===== config.mk =====
export PLATFORM = sky130hd
export DESIGN_NAME = fetch_sequencer
export DESIGN_NICKNAME = d
export VERILOG_FILES = /design/src/rtl/fseq_pkg.sv /design/src/rtl/fs_phase_gen.sv /design/src/rtl/fs_next_addr.sv /design/src/rtl/fs_instr_reg.sv /design/src/rtl/fetch_sequencer.sv
export SDC_FILE = /design/constraint.sdc
export NUM_CORES = 1
export LEC_CHECK = 0
export BUFFER_PORTS_ARGS = -buffer_cell sky130_fd_sc_hd__buf_2
export CORE_ASPECT_RATIO = 0.7
export CORE_MARGIN = 2
export CORE_UTILIZATION = 46
export CTS_CLUSTER_SIZE = 10
export DETAILED_ROUTE_END_ITERATION = 16
export PLACE_DENSITY_LB_ADDON = 0.12
export RECOVER_POWER = 100
export SYNTH_ARGS = -nofsm -noshare
export SYNTH_HDL_FRONTEND = slang
export SYNTH_SLANG_ARGS = --single-unit
export TNS_END_PERCENT = 100

===== constraint.sdc =====
create_clock -name clk -period 1.95 [get_ports clk]
set_clock_uncertainty 0.1 [all_clocks]
set_input_delay 0.2925 -clock clk [delete_from_list [all_inputs] [get_ports clk]]
set_output_delay 0.2925 -clock clk [all_outputs]
set_load 0.005 [all_outputs]

===== src/rtl/fseq_pkg.sv =====
package fseq_pkg;

  typedef enum logic [1:0] {
    PH_T1 = 2'd0,
    PH_T2 = 2'd1,
    PH_T3 = 2'd2,
    PH_T4 = 2'd3
  } phase_e;

  typedef enum logic [2:0] {
    RD_SEQ,
    RD_SKIP,
    RD_PAGE,
    RD_ABS,
    RD_VEC
  } redir_e;

endpackage


===== src/rtl/fs_phase_gen.sv =====
module fs_phase_gen
  import fseq_pkg::*;
(
  input  logic   clk,
  input  logic   rst,
  input  logic   tick,
  output phase_e phase,
  output logic   boundary
);

  phase_e phase_q;

  always_ff @(posedge clk) begin
    if (rst) phase_q <= PH_T1;
    else if (tick) phase_q <= phase_e'(phase_q + 2'd1);
  end

  assign phase    = phase_q;
  assign boundary = tick && (phase_q == PH_T4);


  phase_step_chk: assert property (@(posedge clk) disable iff (rst)
    tick |=> phase_q == phase_e'($past(phase_q) + 2'd1));


  phase_hold_chk: assert property (@(posedge clk) disable iff (rst)
    !tick |=> $stable(phase_q));

endmodule


===== src/rtl/fs_next_addr.sv =====
module fs_next_addr
  import fseq_pkg::*;
#(
  parameter int          PC_W     = 10,
  parameter int          PAGE_W   = 8,
  parameter logic [9:0]  VEC_ADDR = 10'h004
) (
  input  logic [PC_W-1:0] cur_addr,
  input  logic [PC_W-1:0] tgt_addr,
  input  logic            accept,
  input  logic            want_vec,
  input  logic            want_abs,
  input  logic            want_page,
  input  logic            want_skip,
  output logic [PC_W-1:0] next_addr,
  output logic            flush
);

  localparam logic [PC_W-1:0] VEC_PC = PC_W'(VEC_ADDR);
  localparam logic [PC_W-1:0] ONE    = PC_W'(1);

  redir_e          kind;
  logic [PC_W-1:0] page_addr;

  generate
    if (PC_W > PAGE_W) begin : g_paged
      assign page_addr = {cur_addr[PC_W-1:PAGE_W], tgt_addr[PAGE_W-1:0]};
    end else begin : g_flat
      assign page_addr = tgt_addr;
    end
  endgenerate

  always_comb begin
    kind = RD_SEQ;
    if (accept) begin
      if (want_vec)       kind = RD_VEC;
      else if (want_abs)  kind = RD_ABS;
      else if (want_page) kind = RD_PAGE;
      else if (want_skip) kind = RD_SKIP;
    end
  end

  always_comb begin
    case (kind)
      RD_VEC:  next_addr = VEC_PC;
      RD_ABS:  next_addr = tgt_addr;
      RD_PAGE: next_addr = page_addr;
      default: next_addr = cur_addr + ONE;
    endcase
  end

  assign flush = (kind != RD_SEQ);

endmodule


===== src/rtl/fs_instr_reg.sv =====
module fs_instr_reg #(
  parameter int               INSTR_W  = 16,
  parameter logic [INSTR_W-1:0] NOP_WORD = '0
) (
  input  logic               clk,
  input  logic               rst,
  input  logic               load,
  input  logic               flush,
  input  logic [INSTR_W-1:0] rdata,
  output logic [INSTR_W-1:0] instr,
  output logic               bubble
);

  always_ff @(posedge clk) begin
    if (rst) begin
      instr  <= NOP_WORD;
      bubble <= 1'b1;
    end else if (load) begin
      if (flush) begin
        instr  <= NOP_WORD;
        bubble <= 1'b1;
      end else begin
        instr  <= rdata;
        bubble <= 1'b0;
      end
    end
  end


  bubble_nop_chk: assert property (@(posedge clk) disable iff (rst)
    bubble |-> instr == NOP_WORD);

endmodule


===== src/rtl/fetch_sequencer.sv =====
module fetch_sequencer
  import fseq_pkg::*;
#(
  parameter int                PC_W     = 10,
  parameter int                PAGE_W   = 8,
  parameter int                INSTR_W  = 16,
  parameter logic [9:0]        VEC_ADDR = 10'h004,
  parameter logic [PC_W-1:0]   RST_ADDR = '0
) (
  input  logic               clk,
  input  logic               rst,
  input  logic               tick,
  input  logic               ctl_jump,
  input  logic               ctl_call,
  input  logic               ctl_skip,
  input  logic               ctl_pcl_wr,
  input  logic               ctl_vec,
  input  logic [PC_W-1:0]    tgt_addr,
  input  logic [INSTR_W-1:0] mem_rdata,
  output logic [1:0]         phase,
  output logic [PC_W-1:0]    fetch_addr,
  output logic [INSTR_W-1:0] instr,
  output logic               bubble
);

  localparam logic [INSTR_W-1:0] NOP_WORD = '0;

  phase_e          phase_w;
  logic            boundary;
  logic            flush;
  logic [PC_W-1:0] next_addr;
  logic [PC_W-1:0] pc_q;

  fs_phase_gen u_phase (
    .clk      (clk),
    .rst      (rst),
    .tick     (tick),
    .phase    (phase_w),
    .boundary (boundary)
  );

  fs_next_addr #(
    .PC_W     (PC_W),
    .PAGE_W   (PAGE_W),
    .VEC_ADDR (VEC_ADDR)
  ) u_next (
    .cur_addr  (pc_q),
    .tgt_addr  (tgt_addr),
    .accept    (!bubble),
    .want_vec  (ctl_vec),
    .want_abs  (ctl_jump || ctl_call),
    .want_page (ctl_pcl_wr),
    .want_skip (ctl_skip),
    .next_addr (next_addr),
    .flush     (flush)
  );

  fs_instr_reg #(
    .INSTR_W  (INSTR_W),
    .NOP_WORD (NOP_WORD)
  ) u_ir (
    .clk    (clk),
    .rst    (rst),
    .load   (boundary),
    .flush  (flush),
    .rdata  (mem_rdata),
    .instr  (instr),
    .bubble (bubble)
  );

  always_ff @(posedge clk) begin
    if (rst) pc_q <= RST_ADDR;
    else if (boundary) pc_q <= next_addr;
  end

  assign phase      = phase_w;
  assign fetch_addr = pc_q;


  pc_hold_chk: assert property (@(posedge clk) disable iff (rst)
    !boundary |=> $stable(pc_q) && $stable(bubble) && $stable(instr));


  seq_step_chk: assert property (@(posedge clk) disable iff (rst)
    boundary && !ctl_vec && !ctl_jump && !ctl_call && !ctl_pcl_wr && !ctl_skip
      |=> pc_q == $past(pc_q) + PC_W'(1) && !bubble);


  flush_bubble_chk: assert property (@(posedge clk) disable iff (rst)
    boundary && !bubble && (ctl_vec || ctl_jump || ctl_call || ctl_pcl_wr || ctl_skip)
      |=> bubble && instr == NOP_WORD);


  page_keep_chk: assert property (@(posedge clk) disable iff (rst)
    boundary && !bubble && ctl_pcl_wr && !ctl_vec && !ctl_jump && !ctl_call
      |=> pc_q[PC_W-1:PAGE_W] == $past(pc_q[PC_W-1:PAGE_W]));


  bubble_clear_chk: assert property (@(posedge clk) disable iff (rst)
    boundary && bubble |=> !bubble && instr == $past(mem_rdata));

endmodule


==> metrics.txt <==
antenna violations before repair 0; Crit. End Element flop; RSZ-0062 raised after global routing no; CP Launch Type flop; R2R Path Start u_phase.phase[0]; WP data arrival 1770 ps; power consumption 1190 uW; clk buf depth 2; status finished clean; crit-path max FO 18; Vias 1478; post-CTS resize count 0; area of the multi-input gates 733 um2; Rel. slew slack 69.7%; Final Critical Period 1710 ps; TritonRoute pass-1 iters 4; hold path depth 3; Fin Hold WS 157 ps; row count 16; Place WS 260 ps; post-synthesis sequential area ratio 41.4%; post-synthesis simple-gate area fraction 20.5%; core box area 0.00284 mm2; Synth Instances 163; Final Cycle Share 87.5%; die area 0.00352 mm2; share of cells above drive strength 1 28.8%; diode count 0; largest net degree at the start of global routing 23; Fmax 586 MHz; routed wire length 3.74 mm; Distinct cells, synth 47; Final Wtd Congestion 0.921; combinational family with the most area after synthesis compound AO/OA/AOI/OAI gates; area taken by flip-flops and latches 581 um2; worst skew pair latency 270 ps; total of max-cap violations 0; Post-Synth Adder-Cell Area 1.78%; DRC violation total after the first TritonRoute iteration 89; Yosys top cell area share 41.4%; most used flip-flop cell after synthesis dfxtp_1; met3 wire length 369 um; Port Buffer Count 62; Post-CTS Setup Inserts 0; FF-to-FF path depth 5; Crit Path Category reg -> reg; total congestion overflow 0; DPL Wire Length 2.80 mm; met1 wire length 1.62 mm; # fillers 273; clk sinks 29; Initial Utilization 49.4%; Total GRT Usage 21.6%; area grow syn2layout 26.5%; Final Hold Vio Count 0; Synth Cell Area 0.00140 mm2; count of warnings emitted by yosys 0; VDD IR max 0.500 mV; RR Endpoint u_ir.bubble; post-synth top area cell dfxtp_1; root buffer cell clkbuf_8; Layout Nets 262; post-detailed-route count of antenna-violating nets 0; first-pass GRT wire length 6.06 mm; CP Cell Sequence ha_1 > nand2_2 > clkbuf_2 > o21bai_4 > a21o_1; Post-synth EDFFs 0; die height 50.2 um; Worst R2R Setup Slack 240 ps; H-tree levels 2; # setup viols final 0; Pwr per Cell Area 673 mW/mm2; routed wire length per instance 14.3 um; post-synthesis mux area share 0.713%; detailed-route DRC error count 0; Pleak 0.000693 uW; CTS tree done; met2 WL 1.71 mm; Synth Area in XOR/XNOR 0.624%; Final TNS setup 0 ps; Worst path slowest cell clkbuf_2; vias in the first global route 1353; Final Worst Setup Slack 244 ps; dominant cells by area after synthesis dfxtp_1 41%, nand2_1 7.2%, a21oi_1 7.1%; Syn Nets 199; worst-margin pin slew 454 ps; Hold Path Sink u_ir.instr[9]; hold_buf cts 0; I/O pin cnt 63; Top Metal Used met4; average size of a mapped cell 8.61 um2; Hold WC Path Type in -> reg; Avg Vias per Cell 5.64; final max-slew violation count 0; clk slew on worst S/H paths 60 ps; Crit path largest cell delay 400 ps; FF+latch count, synth 29; hold path start mem_rdata[9]; CTS Buf Count 5; CP required 2020 ps; Synth Area in Compound Gates 29.9%; ys async rst share 0%; top-count cell post-synth dfxtp_1; most frequent cells after synthesis 29 x dfxtp_1, 27 x nand2_1, 20 x a21oi_1; Die Wd 70.0 um
==> power by group <==
part           leakage (uW)  total (uW)  internal [uW]  switching (uW)
registers          0.000234         611            602            8.62
logic              0.000414        98.8           47.2            51.6
clock network     0.0000443         485            279             206
total              0.000693        1190            929             266
==> critical path, delay by kind of cell, from the launching register on <==
kind	cells	cell delay, ps
AO/OA/AOI/OAI	2	340
AND/OR/NAND/NOR	1	200
adder cells (fa/ha/maj)	1	220
buffers and inverters	1	400
flip-flops	1	330
==> stage by stage <==
stage               std cells  cell area, um2  utilization (%)
floorplan                 163            1400                -
global placement          255            1730             60.8
detailed placement        255            1730             60.8
global route              262            1780             62.5
finish                    262            1780             62.5
CTS                       262            1820             63.9
==> sequential cells by signal, summed over array words and instances (netlist names) <==
signal and count:
u_phase.phase 2, u_ir.bubble 1, fetch_addr 10, u_ir.instr 16
==> kinds of logic (layout without fill, tap and decap cells) <==
kind of cell	after synthesis	count (layout)
buffers and inverters	15	78
adder cells (fa/ha/maj)	2	2
AND/OR/NAND/NOR	61	61
XOR/XNOR	1	1
multiplexers	1	1
flip-flops	29	29
AO/OA/AOI/OAI	54	54
==> area by class of cell <==
cell class	count	share of cell area (%)
multi-input cells	119	41.3
repair buffers	64	17.1
clock buffers	7	4.86
flip-flops and latches	29	32.7
well taps	36	2.54
inverters	7	1.48
==> layout by cell type (no fill, tap or decap), types with 2 or more instances in the layout <==
cell	Yosys	layout
buf_2	3	47
dfxtp_1	29	29
nand2_1	27	27
a21oi_1	20	20
clkbuf_1	3	16
nand3_1	11	11
nor2_1	10	10
inv_1	7	7
clkbuf_8	0	6
o31a_1	3	3
a32oi_1	3	3
o21ai_0	3	3
a21o_1	2	2
o21a_1	2	2
o32ai_1	1	2
a211oi_2	3	2
nor3_1	2	2
a221oi_1	1	2
a211oi_1	1	2
ha_1	2	2
==> per-layer routing <==
layer  GRT usage [%]  vias up
met2            34.8       70
met5               0        -
met1            27.0      681
met4            6.73        0
met3            8.43        6
li1                -      721
==> worst max-delay path by stage <==
stage	start	end	slack [ps]	cells after the start
2_1_floorplan	u_phase.phase[0]	u_ir.instr[8]	520	5
3_3_place_gp	ctl_vec	u_ir.bubble	290	5
3_5_place_dp	u_phase.phase[0]	fetch_addr[2]	260	4
4_1_cts	u_phase.phase[0]	u_ir.instr[7]	250	5
5_1_grt	u_phase.phase[0]	u_ir.instr[7]	70	5
6_report	u_phase.phase[0]	u_ir.bubble	240	5
Power figures use the tool's default switching activity.
